File: src/rtl/nil_pkg.sv
package nil_pkg;
  typedef enum logic [2:0] {
    S_IDLE  = 3'd0,
    S_MREQ  = 3'd1,
    S_MWAIT = 3'd2,
    S_PREQ  = 3'd3,
    S_PWAIT = 3'd4
  } walk_state_t;
endpackage

File: src/rtl/nil_geom.sv
// Splits a byte range into first block, first page and last block.
module nil_geom #(
  parameter int ADDR_W        = 32,
  parameter int PAGE_BYTES    = 2048,
  parameter int PAGES_PER_BLK = 64
) (
  input  logic [ADDR_W-1:0]                  offset,
  input  logic [ADDR_W-1:0]                  length,
  output logic [ADDR_W-1:0]                  first_blk,
  output logic [ADDR_W-1:0]                  last_blk,
  output logic [$clog2(PAGES_PER_BLK)-1:0]   first_pg,
  output logic                               arg_bad
);
  localparam int PG_SH  = $clog2(PAGE_BYTES);
  localparam int BLK_SH = PG_SH + $clog2(PAGES_PER_BLK);

  logic [ADDR_W:0] end_byte;

  always_comb begin
    end_byte  = {1'b0, offset} + {1'b0, length} - {{ADDR_W{1'b0}}, 1'b1};
    first_blk = offset >> BLK_SH;
    last_blk  = ADDR_W'(end_byte >> BLK_SH);
    first_pg  = offset[BLK_SH-1:PG_SH];
    arg_bad   = (|offset[PG_SH-1:0]) || (length == '0);
  end
endmodule

File: src/rtl/nil_marker.sv
// Bad-block decision from the returned spare-area marker.
module nil_marker #(
  parameter bit BUS16 = 1'b0
) (
  input  logic [15:0] marker,
  output logic        is_bad
);
  generate
    if (BUS16) begin : g_wide
      always_comb is_bad = (marker != 16'hFFFF);
    end else begin : g_narrow
      logic [7:0] hi_unused;
      always_comb begin
        hi_unused = marker[15:8] & 8'h00;
        is_bad    = (marker[7:0] != 8'hFF) | (|hi_unused);
      end
    end
  endgenerate
endmodule

File: src/rtl/nil_walker.sv
// Block/page walk state machine with bound extension on bad blocks.
module nil_walker
  import nil_pkg::*;
#(
  parameter int ADDR_W        = 32,
  parameter int DST_W         = 32,
  parameter int PAGE_BYTES    = 2048,
  parameter int PAGES_PER_BLK = 64
) (
  input  logic                             clk,
  input  logic                             rst,
  input  logic                             start,
  input  logic                             arg_bad,
  input  logic [ADDR_W-1:0]                first_blk,
  input  logic [ADDR_W-1:0]                last_blk,
  input  logic [$clog2(PAGES_PER_BLK)-1:0] first_pg,
  input  logic [DST_W-1:0]                 dst_base,
  input  logic                             req_ready,
  input  logic                             cmp_valid,
  input  logic                             is_bad,
  output logic                             req_valid,
  output logic                             req_is_page,
  output logic [ADDR_W-1:0]                req_block,
  output logic [$clog2(PAGES_PER_BLK)-1:0] req_page,
  output logic [DST_W-1:0]                 req_dst,
  output logic                             busy,
  output logic                             done,
  output logic                             err,
  output logic [ADDR_W-1:0]                skip_count
);
  localparam int PG_W = $clog2(PAGES_PER_BLK);
  localparam logic [PG_W-1:0]  LAST_PG  = PG_W'(PAGES_PER_BLK - 1);
  localparam logic [DST_W-1:0] DST_STEP = DST_W'(PAGE_BYTES);

  walk_state_t       state;
  logic [ADDR_W-1:0] blk, bound, skips;
  logic [PG_W-1:0]   pg;
  logic [DST_W-1:0]  dst;
  logic              done_q, err_q;

  always_ff @(posedge clk) begin
    if (rst) begin
      state  <= S_IDLE;
      blk    <= '0;
      bound  <= '0;
      skips  <= '0;
      pg     <= '0;
      dst    <= '0;
      done_q <= 1'b0;
      err_q  <= 1'b0;
    end else begin
      done_q <= 1'b0;
      case (state)
        S_IDLE: if (start) begin
          if (arg_bad) begin
            err_q <= 1'b1;
          end else begin
            err_q <= 1'b0;
            blk   <= first_blk;
            bound <= last_blk;
            pg    <= first_pg;
            dst   <= dst_base;
            skips <= '0;
            state <= S_MREQ;
          end
        end
        S_MREQ: if (req_ready) state <= S_MWAIT;
        S_MWAIT: if (cmp_valid) begin
          if (is_bad) begin
            skips <= skips + 1'b1;
            bound <= bound + 1'b1;
            blk   <= blk + 1'b1;
            pg    <= '0;
            state <= S_MREQ;
          end else begin
            state <= S_PREQ;
          end
        end
        S_PREQ: if (req_ready) state <= S_PWAIT;
        S_PWAIT: if (cmp_valid) begin
          dst <= dst + DST_STEP;
          if (pg == LAST_PG) begin
            pg  <= '0;
            blk <= blk + 1'b1;
            if (blk >= bound) begin
              state  <= S_IDLE;
              done_q <= 1'b1;
            end else begin
              state <= S_MREQ;
            end
          end else begin
            pg    <= pg + 1'b1;
            state <= S_PREQ;
          end
        end
        default: state <= S_IDLE;
      endcase
    end
  end

  always_comb begin
    req_valid   = (state == S_MREQ) || (state == S_PREQ);
    req_is_page = (state == S_PREQ) || (state == S_PWAIT);
    req_block   = blk;
    req_page    = req_is_page ? pg : '0;
    req_dst     = dst;
    busy        = (state != S_IDLE);
    done        = done_q;
    err         = err_q;
    skip_count  = skips;
  end


  req_hold_chk: assert property (@(posedge clk) disable iff (rst)
    req_valid && !req_ready |=> req_valid && $stable(req_is_page) &&
      $stable(req_block) && $stable(req_page) && $stable(req_dst));

  marker_page_chk: assert property (@(posedge clk) disable iff (rst)
    req_valid && !req_is_page |-> req_page == '0);

  skip_step_chk: assert property (@(posedge clk) disable iff (rst)
    skip_count > $past(skip_count) |-> $past(cmp_valid && is_bad));

  dst_step_chk: assert property (@(posedge clk) disable iff (rst)
    $past(busy) && req_dst != $past(req_dst) |-> req_dst == $past(req_dst) + DST_STEP);

  err_idle_chk: assert property (@(posedge clk) disable iff (rst)
    err |-> !busy);

  done_end_chk: assert property (@(posedge clk) disable iff (rst)
    done |-> !busy && $past(busy));
endmodule

File: src/rtl/nand_image_loader.sv
module nand_image_loader #(
  parameter int ADDR_W        = 32,
  parameter int DST_W         = 32,
  parameter int PAGE_BYTES    = 2048,
  parameter int PAGES_PER_BLK = 64,
  parameter bit BUS16         = 1'b0
) (
  input  logic                             clk,
  input  logic                             rst,
  input  logic                             start,
  input  logic [ADDR_W-1:0]                offset,
  input  logic [ADDR_W-1:0]                length,
  input  logic [DST_W-1:0]                 dst_base,
  output logic                             req_valid,
  input  logic                             req_ready,
  output logic                             req_is_page,
  output logic [ADDR_W-1:0]                req_block,
  output logic [$clog2(PAGES_PER_BLK)-1:0] req_page,
  output logic [DST_W-1:0]                 req_dst,
  input  logic                             cmp_valid,
  input  logic [15:0]                      cmp_data,
  output logic                             busy,
  output logic                             done,
  output logic                             err,
  output logic [ADDR_W-1:0]                skip_count
);
  localparam int PG_W = $clog2(PAGES_PER_BLK);

  logic [ADDR_W-1:0] first_blk, last_blk;
  logic [PG_W-1:0]   first_pg;
  logic              arg_bad, is_bad;

  nil_geom #(.ADDR_W(ADDR_W), .PAGE_BYTES(PAGE_BYTES), .PAGES_PER_BLK(PAGES_PER_BLK)) geom_i (
    .offset(offset), .length(length), .first_blk(first_blk),
    .last_blk(last_blk), .first_pg(first_pg), .arg_bad(arg_bad));

  nil_marker #(.BUS16(BUS16)) marker_i (.marker(cmp_data), .is_bad(is_bad));

  nil_walker #(.ADDR_W(ADDR_W), .DST_W(DST_W), .PAGE_BYTES(PAGE_BYTES),
               .PAGES_PER_BLK(PAGES_PER_BLK)) walker_i (
    .clk(clk), .rst(rst), .start(start), .arg_bad(arg_bad),
    .first_blk(first_blk), .last_blk(last_blk), .first_pg(first_pg),
    .dst_base(dst_base), .req_ready(req_ready), .cmp_valid(cmp_valid),
    .is_bad(is_bad), .req_valid(req_valid), .req_is_page(req_is_page),
    .req_block(req_block), .req_page(req_page), .req_dst(req_dst),
    .busy(busy), .done(done), .err(err), .skip_count(skip_count));
endmodule

File: config.mk
export PLATFORM = sky130hd
export DESIGN_NAME = nand_image_loader
export DESIGN_NICKNAME = d
export VERILOG_FILES = /design/src/rtl/nil_pkg.sv /design/src/rtl/nil_geom.sv /design/src/rtl/nil_marker.sv /design/src/rtl/nil_walker.sv /design/src/rtl/nand_image_loader.sv
export SDC_FILE = /design/constraint.sdc
export NUM_CORES = 1
export LEC_CHECK = 0
export BUFFER_PORTS_ARGS = -buffer_cell sky130_fd_sc_hd__buf_4
export CORE_AREA = 10 10 163 165
export DETAILED_ROUTE_END_ITERATION = 12
export DIE_AREA = 0 0 173 175
export GPL_TIMING_DRIVEN = 0
export PLACE_DENSITY = 0.71
export SETUP_SLACK_MARGIN = 0.15
export SLEW_MARGIN = 20
export SYNTH_ARGS = -nofsm -noshare
export SYNTH_HDL_FRONTEND = slang
export SYNTH_HIERARCHICAL = 1
export SYNTH_SLANG_ARGS = --single-unit
File: constraint.sdc
create_clock -name clk -period 7.7 [get_ports clk]
set_input_delay 0.385 -clock clk [delete_from_list [all_inputs] [get_ports clk]]
set_output_delay 0.385 -clock clk [all_outputs]
set_load 0.005 [all_outputs]
After elaboration in Yosys (flattened, before gate mapping)
Index checks and enable logic that the tools add are counted.

storage, ports and cells
  flip-flop bits (word level) = 139
  output and inout bits = 107
  logic and storage cells = 91

operators by class
  $add $sub $neg = 7
  order comparisons = 1
  equal/unequal tests = 14
  muxes and demuxes = 41
  bitwise logic cells = 3
  reductions and logical operators = 17

operator list
  kind                    number
  $mux 32                 17
  $pmux 32 s2             3
  $add 32x1->32 const B   3
  $pmux 32 s3             1
  $mux 6                  7
  $add 32x32->33          1
  $sub 33x1->33 const B   1
  $add 32x12->32 const B  1
  $ge 32x32->1            1
  $logic_not 32->1        1
  $mux 3                  6
  $pmux 6 s3              1
  $pmux 3 s5              1
  $ne 2x2->1 const B      7
  $reduce_and 6->1        2
  $reduce_or 11->1        1
  $ne 8x8->1 const B      1
  $reduce_and 7->1        1
  $add 6x1->6 const B     1
  $eq 3x2->1 const B      2
  $eq 6x6->1 const B      1
  $reduce_bool 3->1       2
  $reduce_and 5->1        1
  $mux 2                  2
  11 further kinds        18

Depth between registers and ports, before layout
  depth after elaboration = 5
  gate-level depth with buffers = 16
  mapped depth without buffers = 15

Hierarchy
The synthesis kept the hierarchy.

by module, submodules not included
  module      times used  cells each  area an instance (µm²)
  nil_walker  1           1,151       8,444.3
  nil_geom    1           423         2,770.2
  nil_marker  1           3           18.8

Worst setup path after synthesis
OpenSTA, ideal clock, no wires.

  kind = in2reg
  start = in offset[12]
  end = reg walker_i.bound[14]
  arrival time = 2,601 ps
  required time = 7,622 ps
  setup slack = 5,021 ps
  stages on the path = 15
  cell sequence = inv_1 -> ha_1 -> inv_1 -> ha_1 -> a21o_1 -> a211oi_2 -> o2bb2ai_1 -> a41o_1 -> and2_1 -> a211oi_2 -> xnor2_1 -> nor2_1 -> a31oi_1 -> nor2_1 -> nor3_1

on the way
  cells in the longest elaborated chain, start to end = 5

RTL lines
  item                    line                     text
  from (decl)             nand_image_loader.sv:11  input logic [ADDR_W-1:0] offset,
  $add 32x32->33          nil_geom.sv:20           end_byte = {1'b0, offset} + {1'b0, length} - {{ADDR_W{1'b0}}, 1'b1};
  $sub 33x1->33           nil_geom.sv:20
  named net last_blk[14]  nand_image_loader.sv:29  logic [ADDR_W-1:0] first_blk, last_blk;
  $mux 32                 nil_walker.sv:55         if (arg_bad) begin
  $mux 32                 nil_walker.sv:54         S_IDLE: if (start) begin
  $pmux 32 s2             nil_walker.sv:53         case (state)
  to (signal assigned)    nil_walker.sv:60         bound <= last_blk;
  to (signal assigned)    nil_walker.sv:71         bound <= bound + 1'b1;
  to (decl)               nil_walker.sv:36         logic [ADDR_W-1:0] blk, bound, skips;

The timed path passes the listed nets, and every way through them passes these cells. The select of a mux whose other input is x is not followed.
A chain may end at the register's enable or synchronous reset.

Final worst setup path
  start = in offset[2]
  end = reg walker_i.blk[18], in the netlist walker_i/req_block[18]

on the way
  cells in the longest elaborated chain, start to end = 4

RTL lines
  item                        line                     text
  $reduce_or 11->1            nil_geom.sv:24           arg_bad = (|offset[PG_SH-1:0]) || (length == '0);
  $logic_or 1x1->1            nil_geom.sv:24
  named net arg_bad           nand_image_loader.sv:31  logic arg_bad, is_bad;
  $ne 2x2->1 (no line)        --
  $reduce_and 7->1 (no line)  --
  to (signal assigned)        nil_walker.sv:59         blk <= first_blk;
  to (signal assigned)        nil_walker.sv:72         blk <= blk + 1'b1;
  to (signal assigned)        nil_walker.sv:84         blk <= blk + 1'b1;
  to (decl)                   nil_walker.sv:36

The timed path passes the listed nets, and every way through them passes these cells.

==> run metrics <==
asr flop ratio synth 0%; Crit path top cell by count clkbuf_1; placed instance count between 2k and 2.5k; predominant post-synthesis flop cell dfxtp_1; Resize count post-CTS 0; Yosys Warn Count 6; die width roughly 170 um; CTS tree yes; Layout Cells excl Fill around 2.2k; Leakage about 6.0 nW; hold path depth 3; global-route wire length before repair ~63 mm; setup TNS 0 ps; setup violators final 0; Critical Path Start Type primary input; family with the most delay on the worst path compound AO/OA/AOI/OAI gates; worst slew pin tran around 1100 ps; Routed WL per cell 18.17 um; post-synthesis sequential area ratio about a quarter; outcome finished, final reports clean; CTS Hold Bufs 0; Rows 56; Core Box Area 23260 um^2; Fin. Hold Viols 0; pwr dens between 100 and 150 nW/um^2; maximum VDD drop ~150 uV; Initial DRC Count 1060; Placer Congestion 0.9579; path depth of the worst reg2reg path 6; fin crit share 41.95%; vias in the first global route 11.89k; Max Fclk roughly 310 MHz; Tot Pwr about 2.0 mW; crit path max-delay cell type or3b_1; worst clock skew approximately 11 ps; critical path depth in cells 9; root buffer cell clkbuf_16; worst hold path class in2reg; Critical Path AT roughly 3500 ps; share of cells above drive strength 1 around 17%; RSZ-0062 raised after global routing false; Initial Utilization around half; Period minus WS final around 3200 ps; synthesis-stage register bit count approximately 140; number of synthesized flops with an enable pin 0; critical path's largest stage delay between 400 and 500 ps; post-CTS repair timing setup buffer count 0; CTS max path bufs 2; max_cap viols 0; Crit path required time ~8000 ps; clock sink count ~140; final HPWL from detailed placement 30.89 mm; crit path cell chain buf_4, nor4_1, o2111ai_1, or3b_1, a311oi_1, o21a_1, clkbuf_1, clkbuf_1, a211oi_1; DRC viols 0; Die Area a little over 30000 um^2; mapped cell area around 11000 um^2; largest net degree at the start of global routing 17; antenna violations before repair 0; Synth Area per Inst a little over 7 um^2; Crit Path Max Fanout 10; Crit Path Class in2reg; number of port buffers 214; boundary pin count about 220; highest-count cells in the layout ignoring fill and taps 269 x buf_4, 172 x inv_1, 152 x nand2_1; Skew-Pair Late Insertion Delay 440 ps; synthesis-to-layout area growth 24.49%; Synth cell types 73; die span in y 175 um; Crit. End Element flop; GRT Total Usage 24.99%; GRT Residual Overflow 0; Worst slew margin a little over a quarter; Worst-path clk slew ~60 ps; drt first pass iters 5; Syn Inst Count 1577; WL final approximately 40 mm; Vias per Instance approximately 5.7; most common cell after layout, fill and taps aside buf_4; Num CTS Buffers 17; final-stage net count 2057; Vias around 12k; Antenna diodes 0; CP bufs+invs 3; Max Transition Viols Final 0; DRT antenna net count 0; H-tree depth 4
==> state kept, by name, summed over array words and instances (netlist names) <==
name	flops
walker_i/err	1
walker_i/state	3
walker_i/skip_count	32
walker_i/req_dst	32
walker_i/pg	6
walker_i/done	1
walker_i/bound	32
walker_i/req_block	32
==> Yosys cell counts, types with 9 or more instances <==
cell | count | area share (%)
clkbuf_1 | 69 | 2.3
a211oi_1 | 36 | 2.4
or3_1 | 16 | 0.89
nor4_1 | 26 | 1.4
a21o_1 | 18 | 1.2
nand3_1 | 70 | 3.1
a21oi_1 | 132 | 5.9
a22oi_1 | 12 | 0.80
inv_1 | 172 | 5.7
and3_1 | 23 | 1.3
xor2_1 | 16 | 1.2
buf_4 | 55 | 3.7
a2bb2oi_1 | 9 | 0.70
and2_1 | 17 | 0.95
nand4_1 | 41 | 2.3
xnor2_1 | 28 | 2.2
o21ai_0 | 79 | 3.5
ha_1 | 98 | 11
o22ai_1 | 15 | 0.84
a31oi_1 | 19 | 1.1
nor2_1 | 141 | 4.7
o31ai_1 | 17 | 1.1
nor3_1 | 34 | 1.5
dfxtp_1 | 139 | 25
nand2_1 | 152 | 5.1
and4_1 | 9 | 0.70
o21a_1 | 9 | 0.60
==> tightest hold or removal path: cells and delay by family <==
| family | cells | cell delay, ps |
|---|---|---|
| compound gates | 1 | 60 |
| buf+inv | 1 | 110 |
| simple gates | 1 | 50 |
==> cells by family (layout without fill, tap and decap cells) <==
kind of cell | count (synthesis) | in the layout | synth area share, %
and+or+nand+nor | 570 | 570 | 24.78
AOI/OAI and AO/OA | 423 | 423 | 24.04
buffers and inverters | 301 | 547 | 11.94
DFF | 139 | 139 | 24.77
adders and majority gates | 98 | 98 | 10.92
xor gates and xnor gates | 44 | 44 | 3.431
other | 1 | 33 | 0.03338
muxes | 1 | 1 | 0.08911
==> worst paths after layout <==
kind / start / to / slack, ps
worst max-delay path: offset[2] / walker_i/req_block[18]$_SDFFE_PP0P_ / 4470
worst min-delay path: dst_base[3] / walker_i/req_dst[3]$_SDFFE_PP0P_ / 210
worst max register to register: walker_i/state[2]$_SDFFE_PP0P_ / walker_i/bound[8]$_SDFFE_PP0P_ / 4730
worst min register to register: walker_i/req_dst[0]$_SDFFE_PP0P_ / walker_i/req_dst[0]$_SDFFE_PP0P_ / 450
==> area by class of cell <==
class | instances | area (um^2)
clock inverter | 15 | 193.9
clock buffer | 17 | 425.4
multi-input combinational | 1169 | 7236
inverter | 172 | 645.6
sequential | 139 | 2783
timing repair buffer | 214 | 1607
buffer | 129 | 695.7
tap | 319 | 399.1
fill | 2279 | 9278
==> power breakdown <==
group / switching [mW] / leakage, nW / internal [mW]
registers: 0.000535 / 1.12 / 0.719
logic: 0.202 / 4.56 / 0.171
clock network: 0.386 / 0.306 / 0.498
total: 0.589 / 5.99 / 1.39
==> per-layer routing <==
metal  routed length (um)  track usage (%)  vias to the layer above
met5                    0                0                        -
met4                  869            7.869                        0
met3                 2885            4.203                       58
met2                18370            41.87                      553
met1                17380            32.08                     5780
li1                     -                -                     6048
==> metrics by stage <==
step	worst slack [ps]	instance area [um^2]	utilization [%]	hold slack [ps]
2_1_floorplan	5021	11350	-	448.3
3_3_place_gp	4113	13360	57.43	438.5
3_5_place_dp	4067	13370	57.45	446.0
4_1_cts	4519	13980	60.12	201.8
5_1_grt	4309	13980	60.12	206.2
6_report	4470	13980	60.12	213.5
Note: power is estimated with default switching activity, not from simulation.
